<file path="config.mk">
export PLATFORM = sky130hd
export DESIGN_NAME = pwr_avg_top
export DESIGN_NICKNAME = d
export VERILOG_FILES = /design/src/rtl/pwr_avg_pkg.sv /design/src/rtl/pwr_cap.sv /design/src/rtl/pwr_mul.sv /design/src/rtl/pwr_acc.sv /design/src/rtl/pwr_div.sv /design/src/rtl/pwr_stale.sv /design/src/rtl/pwr_avg_top.sv
export SDC_FILE = /design/constraint.sdc
export NUM_CORES = 1
export LEC_CHECK = 0
export ABC_AREA = 1
export BUFFER_PORTS_ARGS = -buffer_cell sky130_fd_sc_hd__buf_2
export CORE_UTILIZATION = 46
export CTS_BUF_LIST = sky130_fd_sc_hd__clkbuf_2 sky130_fd_sc_hd__clkbuf_4 sky130_fd_sc_hd__clkbuf_8
export CTS_CLUSTER_DIAMETER = 40
export DETAILED_ROUTE_END_ITERATION = 6
export HOLD_SLACK_MARGIN = 0.08
export SETUP_SLACK_MARGIN = 0.2
export SLEW_MARGIN = 20
export SYNTH_ARGS = -nofsm -noshare
export SYNTH_HDL_FRONTEND = slang
export SYNTH_SLANG_ARGS = --single-unit
</file>
<file path="constraint.sdc">
create_clock -name clk -period 4.8 [get_ports clk]
set_input_delay 0.72 -clock clk [delete_from_list [all_inputs] [get_ports clk]]
set_output_delay 0.72 -clock clk [all_outputs]
set_load 0.01 [all_outputs]
</file>
<file path="src/rtl/pwr_avg_pkg.sv">
package pwr_avg_pkg;

   typedef enum logic {
      DIV_IDLE = 1'b0,
      DIV_RUN  = 1'b1
   } div_state_e;

   // Sum width: one product per sample, at most 2^win_w - 1 samples.
   function automatic int sum_bits(input int prod_w, input int win_w);
      return prod_w + win_w;
   endfunction

endpackage

</file>
<file path="src/rtl/pwr_cap.sv">
// Edge-qualified capture of the current and voltage codes.
module pwr_cap #(
   parameter int CUR_W  = 10,
   parameter int VOLT_W = 12
) (
   input  logic              clk,
   input  logic              rst_n,
   input  logic              clr,
   input  logic              smp_valid,
   input  logic [CUR_W-1:0]  cur_code,
   input  logic [VOLT_W-1:0] volt_code,
   output logic              cap_stb,
   output logic [CUR_W-1:0]  cap_cur,
   output logic [VOLT_W-1:0] cap_volt
);

   logic vld_prev_q;
   logic take;

   // Previous flag resets high so that a flag already up is not a fresh edge.
   assign take = smp_valid && !vld_prev_q && !clr;

   always_ff @(posedge clk or negedge rst_n) begin
      if (!rst_n) begin
         vld_prev_q <= 1'b1;
         cap_stb    <= 1'b0;
         cap_cur    <= '0;
         cap_volt   <= '0;
      end else begin
         vld_prev_q <= smp_valid;
         cap_stb    <= take;
         if (take) begin
            cap_cur  <= cur_code;
            cap_volt <= volt_code;
         end
      end
   end

endmodule

</file>
<file path="src/rtl/pwr_mul.sv">
// Current times voltage, either registered or combinational.
module pwr_mul #(
   parameter int CUR_W    = 10,
   parameter int VOLT_W   = 12,
   parameter bit PIPE_MUL = 1'b1,
   localparam int PROD_W  = CUR_W + VOLT_W
) (
   input  logic              clk,
   input  logic              rst_n,
   input  logic              clr,
   input  logic              in_stb,
   input  logic [CUR_W-1:0]  in_cur,
   input  logic [VOLT_W-1:0] in_volt,
   output logic              prod_stb,
   output logic [PROD_W-1:0] prod
);

   logic [PROD_W-1:0] prod_c;

   always_comb begin
      prod_c = PROD_W'(in_cur) * PROD_W'(in_volt);
   end

   generate
      if (PIPE_MUL) begin : g_pipe
         always_ff @(posedge clk or negedge rst_n) begin
            if (!rst_n) begin
               prod_stb <= 1'b0;
               prod     <= '0;
            end else begin
               prod_stb <= in_stb && !clr;
               if (in_stb) prod <= prod_c;
            end
         end
      end else begin : g_comb
         assign prod_stb = in_stb && !clr;
         assign prod     = prod_c;
      end
   endgenerate

endmodule

</file>
<file path="src/rtl/pwr_acc.sv">
// Window sum and sample count; flags the sample that closes the window.
module pwr_acc #(
   parameter int PROD_W = 22,
   parameter int WIN_W  = 7,
   localparam int ACC_W = pwr_avg_pkg::sum_bits(PROD_W, WIN_W)
) (
   input  logic              clk,
   input  logic              rst_n,
   input  logic              clr,
   input  logic              prod_stb,
   input  logic [PROD_W-1:0] prod,
   input  logic [WIN_W-1:0]  win_len,
   output logic              win_done,
   output logic [ACC_W-1:0]  dividend,
   output logic [WIN_W-1:0]  divisor,
   output logic [WIN_W-1:0]  acc_cnt
);

   logic [ACC_W-1:0] acc_q;
   logic [ACC_W-1:0] next_sum;
   logic [WIN_W:0]   next_cnt;
   logic [WIN_W-1:0] eff_win;

   always_comb begin
      eff_win  = (win_len == '0) ? WIN_W'(1) : win_len;
      next_cnt = {1'b0, acc_cnt} + (WIN_W+1)'(1);
      next_sum = acc_q + ACC_W'(prod);
      win_done = prod_stb && !clr && (next_cnt >= {1'b0, eff_win});
      dividend = next_sum;
      divisor  = next_cnt[WIN_W-1:0];
   end

   always_ff @(posedge clk or negedge rst_n) begin
      if (!rst_n) begin
         acc_q   <= '0;
         acc_cnt <= '0;
      end else if (clr || win_done) begin
         acc_q   <= '0;
         acc_cnt <= '0;
      end else if (prod_stb) begin
         acc_q   <= next_sum;
         acc_cnt <= next_cnt[WIN_W-1:0];
      end
   end

endmodule

</file>
<file path="src/rtl/pwr_div.sv">
// Restoring divider, one quotient bit per clock.
module pwr_div #(
   parameter int NUM_W  = 29,
   parameter int DEN_W  = 7,
   parameter int Q_W    = 22,
   localparam int STEP_W = $clog2(NUM_W + 1)
) (
   input  logic             clk,
   input  logic             rst_n,
   input  logic             clr,
   input  logic             start,
   input  logic [NUM_W-1:0] num,
   input  logic [DEN_W-1:0] den,
   output logic             busy,
   output logic             done,
   output logic [Q_W-1:0]   quot,
   output logic [DEN_W-1:0] den_out
);

   import pwr_avg_pkg::*;

   div_state_e        state_q;
   logic [NUM_W-1:0]  quo_q;
   logic [DEN_W-1:0]  rem_q;
   logic [DEN_W-1:0]  den_q;
   logic [STEP_W-1:0] steps_q;
   logic [DEN_W:0]    rem_sh;
   logic [DEN_W:0]    rem_nx;
   logic              ge;
   logic [NUM_W-1:0]  quo_nx;

   assign busy = (state_q == DIV_RUN);

   always_comb begin
      rem_sh = {rem_q, quo_q[NUM_W-1]};
      ge     = (rem_sh >= {1'b0, den_q});
      rem_nx = ge ? (rem_sh - {1'b0, den_q}) : rem_sh;
      quo_nx = {quo_q[NUM_W-2:0], ge};
   end

   always_ff @(posedge clk or negedge rst_n) begin
      if (!rst_n) begin
         state_q <= DIV_IDLE;
         quo_q   <= '0;
         rem_q   <= '0;
         den_q   <= '0;
         steps_q <= '0;
         done    <= 1'b0;
         quot    <= '0;
         den_out <= '0;
      end else begin
         done <= 1'b0;
         if (clr) begin
            state_q <= DIV_IDLE;
         end else begin
            unique case (state_q)
               DIV_IDLE: begin
                  if (start) begin
                     quo_q   <= num;
                     rem_q   <= '0;
                     den_q   <= den;
                     steps_q <= STEP_W'(NUM_W);
                     state_q <= DIV_RUN;
                  end
               end
               DIV_RUN: begin
                  quo_q   <= quo_nx;
                  rem_q   <= rem_nx[DEN_W-1:0];
                  steps_q <= steps_q - STEP_W'(1);
                  if (steps_q == STEP_W'(1)) begin
                     state_q <= DIV_IDLE;
                     done    <= 1'b1;
                     quot    <= quo_nx[Q_W-1:0];
                     den_out <= den_q;
                  end
               end
               default: state_q <= DIV_IDLE;
            endcase
         end
      end
   end

endmodule

</file>
<file path="src/rtl/pwr_stale.sv">
// Flags a sensor that has produced no fresh sample for too long.
module pwr_stale #(
   parameter int LIMIT = 5000000,
   localparam int CW   = $clog2(LIMIT + 1)
) (
   input  logic clk,
   input  logic rst_n,
   input  logic clr,
   input  logic cap_stb,
   output logic stale_err
);

   logic [CW-1:0] age_q;

   always_ff @(posedge clk or negedge rst_n) begin
      if (!rst_n) begin
         age_q     <= '0;
         stale_err <= 1'b0;
      end else if (clr || cap_stb) begin
         age_q     <= '0;
         stale_err <= 1'b0;
      end else if (age_q == CW'(LIMIT)) begin
         stale_err <= 1'b1;
      end else begin
         age_q <= age_q + CW'(1);
      end
   end

endmodule

</file>
<file path="src/rtl/pwr_avg_top.sv">
module pwr_avg_top #(
   parameter int CUR_W     = 10,
   parameter int VOLT_W    = 12,
   parameter int WIN_W     = 7,
   parameter int STALE_CYC = 5000000,
   parameter bit PIPE_MUL  = 1'b1,
   localparam int PROD_W   = CUR_W + VOLT_W,
   localparam int ACC_W    = pwr_avg_pkg::sum_bits(PROD_W, WIN_W)
) (
   input  logic              clk,
   input  logic              rst_n,
   input  logic              clr,
   input  logic [WIN_W-1:0]  win_len,
   input  logic              smp_valid,
   input  logic [CUR_W-1:0]  cur_code,
   input  logic [VOLT_W-1:0] volt_code,
   output logic [PROD_W-1:0] mean_pwr,
   output logic [WIN_W-1:0]  mean_cnt,
   output logic              mean_vld,
   output logic              stale_err
);

   generate
      if (CUR_W < 1 || VOLT_W < 1) begin : g_bad_codes
         $error("pwr_avg_top: code widths must be at least 1");
      end
      if (WIN_W < 1) begin : g_bad_win
         $error("pwr_avg_top: window field must be at least 1 bit");
      end
      if (STALE_CYC < 1) begin : g_bad_stale
         $error("pwr_avg_top: stale limit must be positive");
      end
   endgenerate

   logic              cap_stb;
   logic [CUR_W-1:0]  cap_cur;
   logic [VOLT_W-1:0] cap_volt;
   logic              prod_stb;
   logic [PROD_W-1:0] prod;
   logic              win_done;
   logic [ACC_W-1:0]  dividend;
   logic [WIN_W-1:0]  divisor;
   logic [WIN_W-1:0]  acc_cnt;
   logic              div_busy;

   pwr_cap #(.CUR_W(CUR_W), .VOLT_W(VOLT_W)) u_cap (
      .clk(clk), .rst_n(rst_n), .clr(clr), .smp_valid(smp_valid),
      .cur_code(cur_code), .volt_code(volt_code),
      .cap_stb(cap_stb), .cap_cur(cap_cur), .cap_volt(cap_volt)
   );

   pwr_mul #(.CUR_W(CUR_W), .VOLT_W(VOLT_W), .PIPE_MUL(PIPE_MUL)) u_mul (
      .clk(clk), .rst_n(rst_n), .clr(clr), .in_stb(cap_stb),
      .in_cur(cap_cur), .in_volt(cap_volt),
      .prod_stb(prod_stb), .prod(prod)
   );

   pwr_acc #(.PROD_W(PROD_W), .WIN_W(WIN_W)) u_acc (
      .clk(clk), .rst_n(rst_n), .clr(clr), .prod_stb(prod_stb), .prod(prod),
      .win_len(win_len), .win_done(win_done), .dividend(dividend),
      .divisor(divisor), .acc_cnt(acc_cnt)
   );

   pwr_div #(.NUM_W(ACC_W), .DEN_W(WIN_W), .Q_W(PROD_W)) u_div (
      .clk(clk), .rst_n(rst_n), .clr(clr), .start(win_done),
      .num(dividend), .den(divisor), .busy(div_busy), .done(mean_vld),
      .quot(mean_pwr), .den_out(mean_cnt)
   );

   pwr_stale #(.LIMIT(STALE_CYC)) u_stale (
      .clk(clk), .rst_n(rst_n), .clr(clr), .cap_stb(cap_stb),
      .stale_err(stale_err)
   );

endmodule

</file>
# Word-level counts from Yosys, hierarchy flattened
# Cells that the tools add are included.
# word_totals
regBits,186
in_bits,33
output_inout_bits,31
word_cells,70
# classes
n_addsub,5
multipliers,1
order_cmp,2
n_eq_ne,4
n_mux,23
n_bitwise,2
n_reduce_logical,15
# op_table
cell,n
29-bit 2-to-1 mux,3
29-bit case mux with 2 select lines,1
23-bit 2-to-1 mux,2
7-bit 2-to-1 mux,5
29-bit by 22-bit adder with 29-bit output,1
23-bit by 1-bit adder with 23-bit output (second input constant),1
23-bit == test (second input constant),1
10-bit by 12-bit multiplier with 22-bit output,1
8-bit by 7-bit greater-or-equal comparator with 1-bit output,2
7-bit case mux with 2 select lines,1
5-bit case mux with 2 select lines,1
7-bit by 1-bit adder with 8-bit output (second input constant),1
1-bit 2-to-1 mux,8
7-bit logical NOT,1
7-bit subtractor,1
3-bit AND reduction,2
5-bit by 1-bit == test with 1-bit output (second input constant),1
1-bit logical AND,5
5-bit 2-to-1 mux,1
5-bit by 1-bit subtractor with 5-bit output (second input constant),1
2-bit nonzero test,2
1-bit logical NOT,2
1-bit logical OR,2
2-bit by 1-bit inequality test with 1-bit output (second input constant),1
4 further kinds,5

# Depth between registers and ports, before layout
# depth
ltp_word,7
ltp_mapped,22
ltp_nobuf,21

# Cells and area by module
# A second synthesis with hierarchy kept.
# hier_totals
cells_unflattened,2088
area_unflattened_um2,15036.9
# modules_own_cells
module,instances,cells_per_inst,area_each_um2,seq_area_each_um2
pwr_mul,1,707,5114.9,575.6
pwr_div,1,429,3734.8,1976.9
pwr_acc,1,616,3687.3,900.9
pwr_stale,1,234,1534.0,600.6
pwr_cap,1,102,965.9,601.8

# Worst setup path after synthesis
# OpenSTA, ideal clock, no wires.
# synth_path
kind,register -> register
start,register u_cap.cap_cur[3]
end,register u_mul.prod[13]
setup_ps,118
arrival_ps,4660
required_time_ps,4682
path_slack_ps,22
stages_incl_launch_ff,22
n_path_buf,1
period_less_slack_ps,4778
path_cell_list,dfrtp_1 > clkbuf_1 > nand2_1 > fa_1 > inv_1 > fa_1 > inv_1 > fa_1 > inv_1 > fa_1 > inv_1 > fa_1 > inv_1 > ha_1 > nand2_1 > nor2_1 > nand2_1 > nand2_1 > a21oi_1 > or2_2 > nand3_1 > nand2_1
# synth_via
elab_chain_cells,1
# synth_lines
element,line,source
"start, declared",pwr_cap.sv:13,"output logic [CUR_W-1:0] cap_cur,"
"start signal, assigned",pwr_cap.sv:33,cap_cur <= cur_code;
10-bit by 12-bit multiplier with 22-bit output,pwr_mul.sv:21,prod_c = PROD_W'(in_cur) * PROD_W'(in_volt);
"end signal, assigned",pwr_mul.sv:32,if (in_stb) prod <= prod_c;
"end, declared",pwr_mul.sv:15,output logic [PROD_W-1:0] prod
# Every way passes these cells.
# A chain may end at the register's enable or synchronous reset.

# Final worst setup path
# layout_path
start,register u_cap.cap_volt[7]
end,register u_mul.prod[21]
# layout_via
elab_chain_cells,1
# layout_lines
element,line,source
"start, declared",pwr_cap.sv:14,output logic [VOLT_W-1:0] cap_volt
"start signal, assigned",pwr_cap.sv:34,cap_volt <= volt_code;
10-bit by 12-bit multiplier with 22-bit output,pwr_mul.sv:21,
# Every way passes these cells.

==> out/metrics.cfg <==
[global_routing]
grt_usage_pct = 23.8
grt_max_degree = 95
grt_overflow_total = 0
grt_pass1_vias = 12800
antenna_found_initial = 0
grt_pass1_wl_mm = 62.9

[worst_setup_path]
worstRegToRegCells = 22
start_kind = flip-flop
cpMostUsedCell = inv_1
crit_chain = buf_4 > nand2_1 > inv_1 > fa_1 > inv_1 > fa_1 > inv_1 > fa_1 > inv_1 > fa_1 > inv_1 > ha_4 > ha_4 > nand2_4 > inv_1 > nand2_1 > nor2b_2 > nand4_1 > nand3_1 > nand2_1 > nand3_2 > nand2_1
crit_path_max_incr_delay_ps = 530
crit_slowest_cell = fa_1
timing.rr.end = u_mul.prod[21]
end_kind = flip-flop
cp.arrival_ps = 4990
worstPathRequired_ps = 5210
r2r_slack_ps = 210
worstPathMaxFanout = 6
r2r-start = u_cap.cap_volt[7]
worstSetupPathType = flip-flop to flip-flop

[power_and_ir_drop]
comb_power_share_pct = 63.6
switching_share_pct = 49.7
p_clk_share_pct = 12.5
seq_power_share_pct = 23.9
powerDensity_mw_per_mm2 = 555
vdd_ir_drop_max_mv = 0.469
p_leak_uw = 0.00949
internal_power_uw = 4620
power_switching_uw = 4570

[logic_synthesis]
syn_avg_cell_area_um2 = 7.19
synth-seq-area-share_pct = 31.8
synth_warnings = 0
synthCells = 2035
synth_async_sr_flop_share_pct = 100
synth_ff_type = dfrtp_1
synth_area_mm2 = 0.0146
synth.area.top_cells = dfrtp_1, nand2_1, fa_1
ys_ff_latch = 186
syn-num-nets = 2246
synth-edff-count = 0
synth_top_area_share_pct = 31.6
synth_cell_types = 49
yosysTopAreaCell = dfrtp_1

[clocking]
clock-sinks = 186
cts_tree = yes
numCtsBuffers = 17
clock_latency_ps = 520
cts_buffer_depth = 2
htree_num_levels = 4
cts.root.buffer_cell = clkbuf_8
cts.clk_slew.worst_paths_ps = 130

[floorplan]
dieArea_mm2 = 0.0325
placementRows = 64
die_w_um = 180
ioPinCount = 64
core_area_mm2 = 0.0309
start_util_pct = 47.3
die_y_um = 180

[job]
cap_violations = 0

[timing]
rsz0062_at_grt = true
slew_headroom_pct = 41.7
maxSlewViolCount = 0
fin_worst_skew_ps = 31.3
worst-slew-pin-transition_ps = 873
finalCriticalPeriod_ps = 4590
setup_viol = 0
tns_ps = 0
fmax_mhz = 218
timing.final.crit_share_pct = 95.6
finalHoldViolCount = 0

[run_status]
outcome = finished clean

[final_layout]
drive_gt1_share_pct = 13.3
fin_area_mm2 = 0.0165
layout_common_cells = nand2_1, inv_1, dfrtp_1
utilization_pct = 53.5
syn2layout_area_growth_pct = 13.1
antennaDiodeCount = 0
layout.nets = 2325
final_common_cell = nand2_1

[detailed_routing]
detail-route-antenna-nets = 0
dr.pass1.iters = 5
detail_route.iter0.violations = 779
wl_per_cell_um = 14.4
vias = 12700
avgViaCountPerCell = 5.01
drc = 0
wl_mm = 36.2

[placed_design]
port-buffer-count = 63
place_hpwl_mm = 27.9
gp_congestion = 0.886
dpl_cell_area_mm2 = 0.0155

[worst_hold_path]
min_path_type = primary input to asynchronous set/reset pin

worst max path at each step:
stage | startpoint | to | slack, ps | cells after the start
detailed placement | u_cap.cap_volt[4] | u_mul.prod[20] | -30 | 20
floorplan | u_cap.cap_cur[8] | u_mul.prod[13] | 220 | 17
CTS | u_cap.cap_cur[9] | u_mul.prod[21] | 190 | 22
global placement | u_cap.cap_volt[7] | u_mul.prod[21] | -50 | 22
finish | u_cap.cap_volt[7] | u_mul.prod[21] | 210 | 22
global route | u_cap.cap_cur[2] | u_mul.prod[17] | 30 | 23
Yosys cell counts, types with 11 or more instances:
cell        n
clkbuf_1   37
nand2_1   755
xor2_1     17
dfrtp_1   185
nor3_1     15
fa_1       80
nor2_1     92
a21oi_1    61
inv_1     373
nand4_1    23
xnor2_1    11
nand3_1   114
ha_1       98
o21ai_0    73
nand3b_1   12
kinds of logic after synthesis:
family / synth area share, %
buffers and inverters: 11.6
AND/OR/NAND/NOR: 29.2
flip-flops: 31.8
XOR/XNOR: 1.68
adder cells (fa/ha/maj): 19.3
AO/OA/AOI/OAI: 6.36
power groups by stage:
stage | clock network, uW | logic, uW | registers (uW)
6_report | 1150 | 5840 | 2200
3_5_place_dp | 0 | 4760 | 2220
3_3_place_gp | 0 | 4730 | 2210
4_1_cts | 1190 | 5240 | 2200
2_1_floorplan | 0 | 3610 | 2100
5_1_grt | 1240 | 6620 | 2240
stage by stage:
step	total power, uW	setup slack, ps	hold slack, ps	cells
floorplan	5710	220	424	2035
global placement	6940	-46.6	451	2469
detailed placement	6990	-34.0	455	2469
CTS	8630	191	288	2511
global route	10100	33.0	308	2523
finish	9190	213	275	2523
repair_timing:
action | in CTS | in global routing
setup buffers | 10 | 12
setup endpoints to repair | 13 | 15
hold buffers | 0 | 0
pin swaps | 12 | 50
gates resized for setup | 49 | 85
state kept, by name, summed over array words and instances (netlist names):
register / count
u_cap.vld_prev_q: 1
u_acc.acc_q: 29
u_mul.prod_stb: 1
u_div.den_q: 7
u_div.den_out: 7
u_div.rem_q: 7
u_div.busy: 1
u_div.done: 1
u_div.steps_q: 5
u_acc.acc_cnt: 7
u_cap.cap_volt: 12
u_div.quo_q: 29
u_stale.age_q: 23
u_cap.cap_stb: 1
u_stale.stale_err: 1
u_cap.cap_cur: 10
u_div.quot: 22
u_mul.prod: 22
worst max-delay path, delay by kind of cell (launching register included):
family	cells	cell delay [ps]
buffers and inverters	7	500
flip-flops	1	470
adder cells (fa/ha/maj)	6	2600
AND/OR/NAND/NOR	9	910
cell type report:
cell class	count	area, um^2
Clock inverter	15	206
Tap cell	396	495
Inverter	377	1420
Multi-Input combinational cell	1412	8720
Fill cell	3076	14400
Sequential cell	186	4680
Timing Repair Buffer	120	803
Clock buffer	17	234
metal layers:
layer	vias up	part of all wire, %	global-route usage, %
li1	6391	-	-
met3	35	4.3	2.99
met5	-	0	0
met4	0	1.5	6.09
met1	5992	48	33.6
met2	232	46	38.7
No activity file was read; power rests on OpenSTA's default activity.
